### src/rtl/tmr_pkg.sv
package tmr_pkg;
  localparam int unsigned DATA_W   = 32;
  localparam int unsigned IDX_W    = 2;
  localparam int unsigned CTRL_W   = 16;
  localparam int unsigned PSC_W    = 3;
  localparam int unsigned NUM_DIV  = 5;
  localparam int unsigned IE_BIT   = 5;
  localparam int unsigned UF_BIT   = 8;
  localparam int unsigned CF_BIT   = 9;

  typedef enum logic [IDX_W-1:0] {
    REG_RELOAD = 2'd0,
    REG_COUNT  = 2'd1,
    REG_CTRL   = 2'd2,
    REG_CAPT   = 2'd3
  } reg_idx_e;

  // flag and capture-flag positions are never stored
  localparam logic [CTRL_W-1:0] CTRL_KEEP = ~((CTRL_W'(1) << UF_BIT) | (CTRL_W'(1) << CF_BIT));
endpackage

### src/rtl/tmr_prescaler.sv
module tmr_prescaler #(
  parameter int unsigned NUM_CODES = tmr_pkg::NUM_DIV,
  parameter int unsigned SEL_W     = tmr_pkg::PSC_W
) (
  input  logic             clk_i,
  input  logic             rst_ni,
  input  logic             run_i,
  input  logic [SEL_W-1:0] sel_i,
  output logic             tick_o
);
  localparam int unsigned PRE_W = 2 * NUM_CODES;

  logic [PRE_W-1:0]     pre_q;
  logic [NUM_CODES-1:0] hit;

  always_ff @(posedge clk_i or negedge rst_ni) begin
    if (!rst_ni)     pre_q <= '0;
    else if (!run_i) pre_q <= '0;
    else             pre_q <= pre_q + 1'b1;
  end

  // code g divides by 4^(g+1): all low 2g+2 bits set
  for (genvar g = 0; g < NUM_CODES; g++) begin : g_hit
    assign hit[g] = &pre_q[2*g+1:0];
  end

  always_comb begin
    tick_o = 1'b0;
    for (int i = 0; i < NUM_CODES; i++) begin
      if (sel_i == SEL_W'(i)) tick_o = run_i & hit[i];
    end
  end
endmodule

### src/rtl/tmr_counter.sv
module tmr_counter #(
  parameter int unsigned W = tmr_pkg::DATA_W
) (
  input  logic         clk_i,
  input  logic         rst_ni,
  input  logic         ld_i,
  input  logic [W-1:0] ld_val_i,
  input  logic         tick_i,
  input  logic [W-1:0] reload_i,
  output logic [W-1:0] cnt_o,
  output logic         uflow_o
);
  logic [W-1:0] cnt_q;
  logic         at_zero;

  assign at_zero = (cnt_q == '0);
  // a write suppresses the tick entirely
  assign uflow_o = tick_i & at_zero & ~ld_i;

  always_ff @(posedge clk_i or negedge rst_ni) begin
    if (!rst_ni)      cnt_q <= '1;
    else if (ld_i)    cnt_q <= ld_val_i;
    else if (tick_i)  cnt_q <= at_zero ? reload_i : cnt_q - 1'b1;
  end

  assign cnt_o = cnt_q;
endmodule

### src/rtl/tmr_regs.sv
module tmr_regs
  import tmr_pkg::*;
#(
  parameter bit HAS_CAPT = 1'b1
) (
  input  logic              clk_i,
  input  logic              rst_ni,
  input  logic              wr_i,
  input  logic [IDX_W-1:0]  idx_i,
  input  logic [DATA_W-1:0] wdata_i,
  input  logic              uflow_i,
  input  logic              start_i,
  input  logic [DATA_W-1:0] cnt_i,
  output logic [DATA_W-1:0] reload_o,
  output logic [PSC_W-1:0]  psc_o,
  output logic              ie_o,
  output logic              flag_o,
  output logic [DATA_W-1:0] rdata_o
);
  logic [DATA_W-1:0] reload_q;
  logic [CTRL_W-1:0] ctrl_q;
  logic              flag_q;
  logic [DATA_W-1:0] capt;
  logic              wr_reload, wr_ctrl, wr_capt;
  logic [CTRL_W-1:0] ctrl_rd;

  assign wr_reload = wr_i && (idx_i == REG_RELOAD);
  assign wr_ctrl   = wr_i && (idx_i == REG_CTRL);
  assign wr_capt   = wr_i && (idx_i == REG_CAPT);

  always_ff @(posedge clk_i or negedge rst_ni) begin
    if (!rst_ni) begin
      reload_q <= '1;
      ctrl_q   <= '0;
    end else begin
      if (wr_reload) reload_q <= wdata_i;
      if (wr_ctrl)   ctrl_q   <= wdata_i[CTRL_W-1:0] & CTRL_KEEP;
    end
  end

  // set beats clear; writing 1 never sets
  always_ff @(posedge clk_i or negedge rst_ni) begin
    if (!rst_ni)                           flag_q <= 1'b0;
    else if (uflow_i && start_i)           flag_q <= 1'b1;
    else if (wr_ctrl && !wdata_i[UF_BIT])  flag_q <= 1'b0;
  end

  if (HAS_CAPT) begin : g_capt
    logic [DATA_W-1:0] capt_q;
    always_ff @(posedge clk_i or negedge rst_ni) begin
      if (!rst_ni)      capt_q <= '0;
      else if (wr_capt) capt_q <= wdata_i;
    end
    assign capt = capt_q;
  end else begin : g_no_capt
    assign capt = '0;
  end

  always_comb begin
    ctrl_rd         = ctrl_q;
    ctrl_rd[UF_BIT] = flag_q;
  end

  always_comb begin
    unique case (idx_i)
      REG_RELOAD: rdata_o = reload_q;
      REG_COUNT:  rdata_o = cnt_i;
      REG_CTRL:   rdata_o = {{(DATA_W-CTRL_W){1'b0}}, ctrl_rd};
      default:    rdata_o = capt;
    endcase
  end

  assign reload_o = reload_q;
  assign psc_o    = ctrl_q[PSC_W-1:0];
  assign ie_o     = ctrl_q[IE_BIT];
  assign flag_o   = flag_q;
endmodule

### src/rtl/tmr_channel.sv
module tmr_channel
  import tmr_pkg::*;
#(
  parameter bit HAS_CAPT = 1'b1
) (
  input  logic              clk_i,
  input  logic              rst_ni,
  input  logic              start_i,
  input  logic              req_i,
  input  logic              we_i,
  input  logic [IDX_W-1:0]  addr_i,
  input  logic [DATA_W-1:0] wdata_i,
  output logic [DATA_W-1:0] rdata_o,
  output logic              irq_o
);
  logic              wr, cnt_wr, tick, uflow, ie, flag_q;
  logic [PSC_W-1:0]  psc;
  logic [DATA_W-1:0] cnt_q, reload_q, rd_mux;

  assign wr     = req_i & we_i;
  assign cnt_wr = wr && (addr_i == REG_COUNT);

  tmr_prescaler #(.NUM_CODES(NUM_DIV), .SEL_W(PSC_W)) i_pre (
    .clk_i  (clk_i),
    .rst_ni (rst_ni),
    .run_i  (start_i),
    .sel_i  (psc),
    .tick_o (tick)
  );

  tmr_counter #(.W(DATA_W)) i_cnt (
    .clk_i    (clk_i),
    .rst_ni   (rst_ni),
    .ld_i     (cnt_wr),
    .ld_val_i (wdata_i),
    .tick_i   (tick),
    .reload_i (reload_q),
    .cnt_o    (cnt_q),
    .uflow_o  (uflow)
  );

  tmr_regs #(.HAS_CAPT(HAS_CAPT)) i_regs (
    .clk_i    (clk_i),
    .rst_ni   (rst_ni),
    .wr_i     (wr),
    .idx_i    (addr_i),
    .wdata_i  (wdata_i),
    .uflow_i  (uflow),
    .start_i  (start_i),
    .cnt_i    (cnt_q),
    .reload_o (reload_q),
    .psc_o    (psc),
    .ie_o     (ie),
    .flag_o   (flag_q),
    .rdata_o  (rd_mux)
  );

  assign rdata_o = (req_i && !we_i) ? rd_mux : '0;
  assign irq_o   = flag_q & ie;
endmodule

### config.mk
export PLATFORM = sky130hd
export DESIGN_NAME = tmr_channel
export DESIGN_NICKNAME = d
export VERILOG_FILES = /design/src/rtl/tmr_pkg.sv /design/src/rtl/tmr_prescaler.sv /design/src/rtl/tmr_counter.sv /design/src/rtl/tmr_regs.sv /design/src/rtl/tmr_channel.sv
export SDC_FILE = /design/constraint.sdc
export NUM_CORES = 1
export LEC_CHECK = 0
export ABC_AREA = 0
export BUFFER_PORTS_ARGS = -buffer_cell sky130_fd_sc_hd__clkbuf_2
export CAP_MARGIN = 0
export CORE_MARGIN = 3
export CORE_UTILIZATION = 40
export CTS_CLUSTER_DIAMETER = 80
export DETAILED_ROUTE_END_ITERATION = 10
export GPL_ROUTABILITY_DRIVEN = 0
export GPL_TIMING_DRIVEN = 0
export SLEW_MARGIN = 30
export SYNTH_ARGS = -nofsm -noshare
export SYNTH_HDL_FRONTEND = slang
export SYNTH_HIERARCHICAL = 1
export SYNTH_SLANG_ARGS = --single-unit
### constraint.sdc
create_clock -name clk_i -period 2.6 [get_ports clk_i]
set_clock_uncertainty 0.1 [all_clocks]
set_input_delay 0.52 -clock clk_i [delete_from_list [all_inputs] [get_ports clk_i]]
set_output_delay 0.52 -clock clk_i [all_outputs]
set_load 0.02 [all_outputs]
==> flow_summary.ini, run 1 <==
[status]
status = finished, violations left
violations = setup timing

[final_layout]
nets = 756
drive_gt1_share_pct = 50.2
layoutNonFillerInstCount = 952
synthToLayoutAreaGrowth_pct = 21.0
final_common_cell = mux2_2
final_cell_mix = mux2_2 (94), clkbuf_2 (73), dfstp_2 (64), dfrtp_1 (57), a21oi_1 (33)
antennaDiodeCount = 0

[synth]
yosys.area_share.simple_pct = 17.7
synth_top_family_by_area = multiplexers
synthArstFlopShare_pct = 100
synth-edff-count = 0
ys_seq_area_share_pct = 43.8
synth_top_area_share_pct = 23.7
syn_avg_cell_area_um2 = 11.4
yosys-top-cells-area = dfstp_2 (24%), dfrtp_1 (20%), mux2_2 (15%)
synth-compound-area-share_pct = 9.79
synthesis.nets = 662
synth_mux_area_share_pct = 21.2
yosysWarnings = 6
synth_area_um2 = 7100
synth_seq_cells = 121
synth_xor_area_share_pct = 3.33
synth_cells = 620
synth_adder_area_share_pct = 0.529
synth_area_leader_cell = dfstp_2
ys_types = 58
ys.flop_type = dfstp_2

[global_routing]
grt_max_degree = 68
grtUsageTotal_pct = 21.3
grt.overflow.total = 0
grt_pass1_vias = 5782
grt_pass1_wl_mm = 32.3
antenna_found_initial = 0

[placed_design]
dpl_worst_slack_ns = -0.626
dp.cells = 917
dpl.hpwl_mm = 14.1
port-buffer-count = 71

[timing]
hold_viol_final = 0
fin_tns_setup_ns = -0.706
worst_slew_pin_slew_ns = 0.684
setup_viol = 14
period_needed_ns = 2.70
slew_headroom_pct = 54.4
grt_setup_unrepaired = yes
slew_violations = 0
fmax_ghz = 0.371
fin_crit_sh_pct = 104
setup_ws_ns = -0.0980

[floorplanning]
die-area_um2 = 19400
io_pins = 72
core-area_um2 = 17400
die_w_um = 139
rows = 48
die_h_um = 139
start_util_pct = 40.9

[route]
drtIter0Drc = 361
vias_per_cell = 5.81
drcViolationCount = 0
dr.pass1.iters = 5
wire_per_inst_um = 21.3
vias = 5535
wl_mm = 20.2
antenna_left = 0

[critical_path]
slowest_stage = or4_4
cp_slowest_stage_delay_ns = 0.55
cp-start-kind = flop
crit_buf_inv = 1
rr_worst_depth = 7
timing.rr.end = i_cnt/cnt_o[0]
cpMostUsedCell = or4_4
r2r_start = i_cnt/cnt_o[25]
cp_max_fo = 9
crit_arrival_ns = 2.93
r2r_setup_slack_ns = -0.1
crit_family = simple AND/OR/NAND/NOR gates
critical_path_class = flop to flop
crit_start = i_cnt/cnt_o[25]
required_ns = 2.83
worst_setup_path_end_kind = flop
cp_cell_sequence = or4_4 -> or4_4 -> or4_4 -> buf_8 -> mux2_4 -> mux2i_1 -> o21ai_1

[clock_network]
clockBufferDepth = 2
cts.sinks = 121
insertion_delay_ns = 0.43
cts-htree-levels = 4
clkSlewWorstSetupHoldPaths_ns = 0.05
cts-buffers-inserted = 17
cts_tree = done
clock-root-buffer = clkbuf_16

[power]
peakVddDrop_v = 0.000480
total_power_mw = 7.06
power.density_cell_area_nw_per_um2 = 822
p_leak_nw = 3.58

[hold_path]
hold_class = input pin to flop
whs_endpoint = i_cnt/cnt_o[26]
hp-start = wdata_i[26]
hold_depth = 3

[job]
maxCapViolations = 0
[timing repair]
action,in CTS,in global routing
hold endpoints to repair,20,0
gates resized for setup,28,25
endpoints found under the setup margin,58,51
hold buffers,1,0
pin swaps,2,0
setup buffers,3,0
[registers in the layout, indices dropped and copies added (netlist names)]
signal           flops
i_cnt/cnt_o         32
i_pre/pre_q         10
i_regs/capt         32
i_regs/ctrl_q       14
i_regs/flag_o        1
i_regs/reload_o     32
[synthesized netlist by cell type (2+ instances only)]
library cell / number
or3_1: 8
buf_4: 10
a221o_1: 2
nor2b_1: 4
or4_1: 2
nor3_1: 13
mux2_2: 94
nor4_1: 10
o22ai_1: 4
mux4_2: 15
o21ai_0: 27
or4_4: 3
nand4_1: 7
xor2_1: 6
and2_1: 11
inv_1: 6
and3b_2: 32
nand4b_1: 2
a22o_1: 18
and3_1: 2
a21oi_1: 33
dfrtp_1: 57
mux2_1: 2
ha_1: 3
xnor2_1: 21
nor3b_1: 25
buf_2: 16
nor2_1: 15
o21ai_1: 2
mux2i_1: 7
o31ai_1: 2
nand3_1: 13
nand2_1: 34
buf_6: 2
dfstp_2: 64
o211ai_1: 12
clkbuf_1: 15
[cells by family after synthesis]
group                    Yosys count
AND/OR/NAND/NOR                  191
flip-flops                       121
multiplexers                     119
AO/OA/AOI/OAI                    109
buffers and inverters             50
XOR/XNOR                          27
adder cells (fa/ha/maj)            3
[worst max path at each step]
stage               slack (ns)                end  depth (start not counted)
finish                    -0.1     i_cnt/cnt_o[0]                          7
global route             -0.20     i_cnt/cnt_o[0]                          7
CTS                      -0.09     i_cnt/cnt_o[0]                          7
detailed placement       -0.63      i_regs/flag_o                         11
global placement         -0.89  i_regs/ctrl_q[11]                          1
floorplan                 0.03     i_cnt/cnt_o[0]                          7
[through the flow]
stage / area, µm² / hold slack [ns] / util (%)
floorplan: 7100 / 0.124 / -
global placement: 7730 / 0.381 / 44.6
detailed placement: 7770 / 0.391 / 44.8
CTS: 8550 / 0.212 / 49.3
global route: 8590 / 0.240 / 49.5
finish: 8590 / 0.225 / 49.5
[worst min-delay path, stage by stage]
cell      delay (ns)
clkbuf_2        0.10
nand2_1         0.06
o31ai_1         0.06
[area by class of cell]
class,instances,area (µm²)
fill,1568,8770
multi-input combinational,449,3790
sequential,121,3110
clock buffer,21,470
timing repair buffer,76,424
buffer,43,297
tap,225,282
clock inverter,11,193
inverter,6,22.5
[power breakdown]
group | switching, mW | total [mW] | internal, mW
combinational | 0.726 | 1.57 | 0.845
sequential | 0.384 | 2.85 | 2.46
clock | 0.867 | 2.64 | 1.77
total | 1.98 | 7.06 | 5.08
[layer usage]
metal  vias up  track usage, %  wire, µm
li1       2512               -         -
met1      2809            28.4      9020
met2       182            34.4      9790
met3        32            4.48       984
met4         0            7.72       453
met5         -               0         0
Power figures use the tool's default switching activity.
==> run 2: changes to the inputs <==
Settings changed: CTS_CLUSTER_DIAMETER 80 to 100, PLACE_DENSITY set to 0.63.
==> run 2 against run 1 <==
The flow still finishes with violations (setup timing). Power is 2.2% lower. Flip-flop and latch count unchanged. Utilization is essentially flat. Sequential power barely moved. Cell count rose by 0.21%. Design area hardly changed. Combinational power about the same. Register-to-register slack worse by 0.03 ns. First-iteration DRC count decreased by 11%. Critical endpoint unchanged. Largest cell class unchanged.
==> flow_summary.ini, run 2 (synthesis gave the netlist of run 1 again) <==
[clock_network]
insertion_delay_ns = 0.42
cts-buffers-inserted = 17
clkSlewWorstSetupHoldPaths_ns = 0.06
clockBufferDepth = 2
clock-root-buffer = clkbuf_16
cts-htree-levels = 4
cts.sinks = 121
cts_tree = done

[critical_path]
critical_path_class = flop to flop
worst_setup_path_end_kind = flop
cpMostUsedCell = or4_4
cp_max_fo = 9
cp_slowest_stage_delay_ns = 0.55
slowest_stage = or4_4
crit_arrival_ns = 2.94
required_ns = 2.82
cp_cell_sequence = or4_4 -> or4_4 -> or4_4 -> buf_12 -> mux2_4 -> mux2i_1 -> o21ai_1
cp-start-kind = flop
r2r_setup_slack_ns = -0.12

[route]
wire_per_inst_um = 21.5
drtIter0Drc = 321
antenna_left = 0
drcViolationCount = 0
vias_per_cell = 5.90
dr.pass1.iters = 5
wl_mm = 20.5
vias = 5628

[final_layout]
antennaDiodeCount = 0
layoutNonFillerInstCount = 954
final_common_cell = mux2_2
synthToLayoutAreaGrowth_pct = 21.1
nets = 758
final_cell_mix = mux2_2 (94), clkbuf_2 (73), dfstp_2 (64), dfrtp_1 (57), a21oi_1 (33)
drive_gt1_share_pct = 50.8

[power]
peakVddDrop_v = 0.000515
total_power_mw = 6.90
p_leak_nw = 3.58
power.density_cell_area_nw_per_um2 = 804

[global_routing]
grt_pass1_vias = 5819
use_met1_pct = 27.7
antenna_found_initial = 0
grtUsageMet3_pct = 3.79
grt_max_degree = 66
grt_pass1_wl_mm = 32.3
grtUsageTotal_pct = 21.2
gr-usage-met2_pct = 35.1
top_usage_layer = met2
grt.overflow.total = 0

[timing]
setup_viol = 12
fin_tns_setup_ns = -0.477
hold_viol_final = 0
period_needed_ns = 2.72
slew_headroom_pct = 55.2
slew_violations = 0
fin_crit_sh_pct = 105
fmax_ghz = 0.367
worst_slew_pin_slew_ns = 0.672
holdWs_ns = 0.236
setup_ws_ns = -0.124
grt_setup_unrepaired = yes

[floorplanning]
die_w_um = 139
rows = 48
core-area_um2 = 17400
die-area_um2 = 19400
start_util_pct = 40.9
die_h_um = 139
io_pins = 72

[placed_design]
port-buffer-count = 71
dp.cells = 917
dpl.hpwl_mm = 14.2

[status]
status = finished, violations left
violations = setup timing

[job]
maxCapViolations = 0

[hold_path]
hold_class = input pin to flop
## run 2: what timing repair did
action	CTS	global route
endpoints found under the hold margin	18	0
gates resized for setup	30	26
hold buffers	1	0
cloned	0	1
setup buffers	4	0
endpoints found under the setup margin	58	51
pin swaps	2	2
## run 2: path summary, 6_finish.rpt
path | from | to | cells past startpoint
max in group asynchronous | rst_ni | i_regs/reload_o[2] | 3
worst min register to register | i_regs/capt[22] | i_regs/capt[22] | 1
min in group asynchronous | rst_ni | i_regs/capt[27] | 2
worst min-delay path | wdata_i[26] | i_cnt/cnt_o[26] | 3
worst max-delay path | i_cnt/cnt_o[25] | i_cnt/cnt_o[0] | 7
worst max register to register | i_cnt/cnt_o[25] | i_cnt/cnt_o[0] | 7
## run 2: cell type report
type,count,area (µm²)
fillers,1569,8760
multi-input cells,449,3800
flip-flops and latches,121,3110
repair buffers,78,457
clock buffers,19,453
plain buffers,43,302
well taps,225,282
clock inverters,13,168
inverters,6,22.5
## run 2: routing by layer
layer	vias up	share of wire [%]
li1	2511	-
met1	2881	44
met2	199	48
met3	37	5.3
met4	0	2.7
met5	-	0
## run 2: power breakdown
group	internal [mW]	leakage, nW	total [mW]	switching (mW)
registers	2.46	1.37	2.85	0.386
logic	0.848	1.91	1.58	0.732
clock network	1.56	0.300	2.48	0.914
total	4.87	3.58	6.90	2.03
## run 2: critical path, delay by kind of cell (launching register included)
| kind | cells | cell delay (ns) |
|---|---|---|
| simple gates | 3 | 1.45 |
| flops | 1 | 0.38 |
| compound gates | 1 | 0.08 |
| mux | 2 | 0.45 |
| buf+inv | 1 | 0.16 |
## run 2: metrics by stage
| stage | util [%] | cell area (µm²) | setup WS, ns |
|---|---|---|---|
| floorplan | - | 7100 | 0.0254 |
| global placement | 44.6 | 7730 | -0.893 |
| detailed placement | 44.8 | 7770 | -0.677 |
| CTS | 49.1 | 8520 | -0.0804 |
| global route | 49.5 | 8590 | -0.188 |
| finish | 49.5 | 8590 | -0.124 |
==> run 3: changes to the inputs <==
Settings changed: CORE_MARGIN 3 to 2, SKIP_LAST_GASP set to 1.
==> run 3 against run 2 <==
The flow still finishes with violations (setup timing). Die area decreased by 2.9%. Design area is essentially flat. Critical path depth unchanged. First-iteration DRC count rose by 45%. Global-route usage grew 0.95 points. Non-clock buffer count rose by 3. Fmax rose by 1.9%. Worst setup slack gained 0.050 ns. Cell count is 0.31% higher. Critical path type unchanged. Highest routed layer unchanged.
==> flow_summary.ini, run 3 (synthesis gave the netlist of run 1 again) <==
[timing]
hold_viol_final = 0
period_needed_ns = 2.67
holdWs_ns = 0.257
fin_crit_sh_pct = 103
setup_ws_ns = -0.0739
worst_slew_pin_slew_ns = 0.718
setup_viol = 12
fmax_ghz = 0.374
fin_tns_setup_ns = -0.398
grt_setup_unrepaired = yes
slew_headroom_pct = 52.2
slew_violations = 0

[final_layout]
utilization_pct = 49.6
antennaDiodeCount = 0
fillers = 1550
nets = 761
drive_gt1_share_pct = 50.4
final_common_cell = mux2_2
final_cell_area_um2 = 8590
layoutNonFillerInstCount = 957
synthToLayoutAreaGrowth_pct = 21.0
final_cell_mix = mux2_2 (94), clkbuf_2 (73), dfstp_2 (64), dfrtp_1 (57), a21oi_1 (33)

[job]
maxCapViolations = 0

[placed_design]
dpl.hpwl_mm = 14.2
dpl_worst_slack_ns = -0.687
port-buffer-count = 71
placed_area_um2 = 7770
dp.cells = 917

[global_routing]
grt.overflow.total = 0
antenna_found_initial = 0
grt_pass1_wl_mm = 31.4
grt_pass1_vias = 5677
grt_max_degree = 67
grtUsageTotal_pct = 22.2

[power]
power.density_cell_area_nw_per_um2 = 797
swShare_pct = 28.1
p_leak_nw = 3.58
p_comb_share_pct = 23.2
total_power_mw = 6.84
cell_internal_pwr_mw = 4.92
p_switching_mw = 1.92
seqPwrFrac_pct = 41.6
pwr-share-clk_pct = 35.2
peakVddDrop_v = 0.000449

[clock_network]
insertion_delay_ns = 0.42
cts.sinks = 121
cts-htree-levels = 4
clkSlewWorstSetupHoldPaths_ns = 0.05
cts-buffers-inserted = 17
clockBufferDepth = 2
clock-root-buffer = clkbuf_16
cts_tree = done

[critical_path]
crit_arrival_ns = 2.89
cp_max_fo = 8
cp-start-kind = flop
required_ns = 2.82
worst_setup_path_end_kind = flop
critical_path_class = flop to flop

[route]
wire_per_inst_um = 21.0
drtIter0Drc = 465
drcViolationCount = 0
vias = 5554
dr.pass1.iters = 5
antenna_left = 0
vias_per_cell = 5.80
wl_mm = 20.1

[floorplanning]
die_w_um = 137
core-area_um2 = 17300
die-area_um2 = 18800
start_util_pct = 41.0
die_h_um = 137
rows = 48
io_pins = 72

[hold_path]
hold_class = input pin to flop

[status]
violations = setup timing
status = finished, violations left
[run 3: area by class of cell]
type | instances | area, µm² | area share, %
tap | 225 | 282 | 3.28
inverter | 6 | 22.5 | 0.262
clock inverter | 8 | 118 | 1.37
timing repair buffer | 81 | 462 | 5.38
multi-input combinational | 449 | 3800 | 44.2
clock buffer | 24 | 492 | 5.73
sequential | 121 | 3110 | 36.2
buffer | 43 | 304 | 3.54
[run 3: path summary, 6_finish.rpt]
path	startpoint	endpoint	slack, ns	cells past startpoint
worst max-delay path	i_cnt/cnt_o[27]	i_cnt/cnt_o[0]	-0.07	7
worst min-delay path	wdata_i[26]	i_cnt/cnt_o[26]	0.26	3
worst max register to register	i_cnt/cnt_o[27]	i_cnt/cnt_o[0]	-0.07	7
worst min register to register	i_regs/capt[2]	i_regs/capt[2]	0.40	1
max in group asynchronous	rst_ni	i_cnt/cnt_o[10]	1.14	3
min in group asynchronous	rst_ni	i_regs/capt[27]	0.53	2
[run 3: per-layer routing]
layer | up-vias | global-route usage, % | share of wire [%] | wire [µm]
met3 | 31 | 4.27 | 4.7 | 941
met2 | 191 | 35.9 | 49 | 9830
met4 | 0 | 8.42 | 2.2 | 440
met1 | 2823 | 29.4 | 44 | 8900
li1 | 2509 | - | - | -
met5 | - | 0 | 0 | 0
[run 3: timing repair]
item	in CTS	in global routing
hold buffers	1	0
setup endpoints to repair	58	53
gates resized for setup	31	22
endpoints found under the hold margin	21	0
pin swaps	1	1
setup buffers	6	2
[run 3: critical path, stage by stage, from the launching register on]
cell and delay [ns]:
dfstp_2 0.39, or4_4 0.53, or4_4 0.45, or4_4 0.46
buf_12 0.16, mux2_4 0.29, mux2i_1 0.13, o21ai_1 0.08
[run 3: power groups by stage]
stage / sequential [mW] / clock, mW / combinational [mW]
global placement: 2.83 / 0 / 1.45
CTS: 2.83 / 2.45 / 1.55
detailed placement: 2.86 / 0 / 1.50
global route: 2.91 / 2.54 / 1.73
finish: 2.85 / 2.41 / 1.59
floorplan: 2.72 / 0 / 1.16
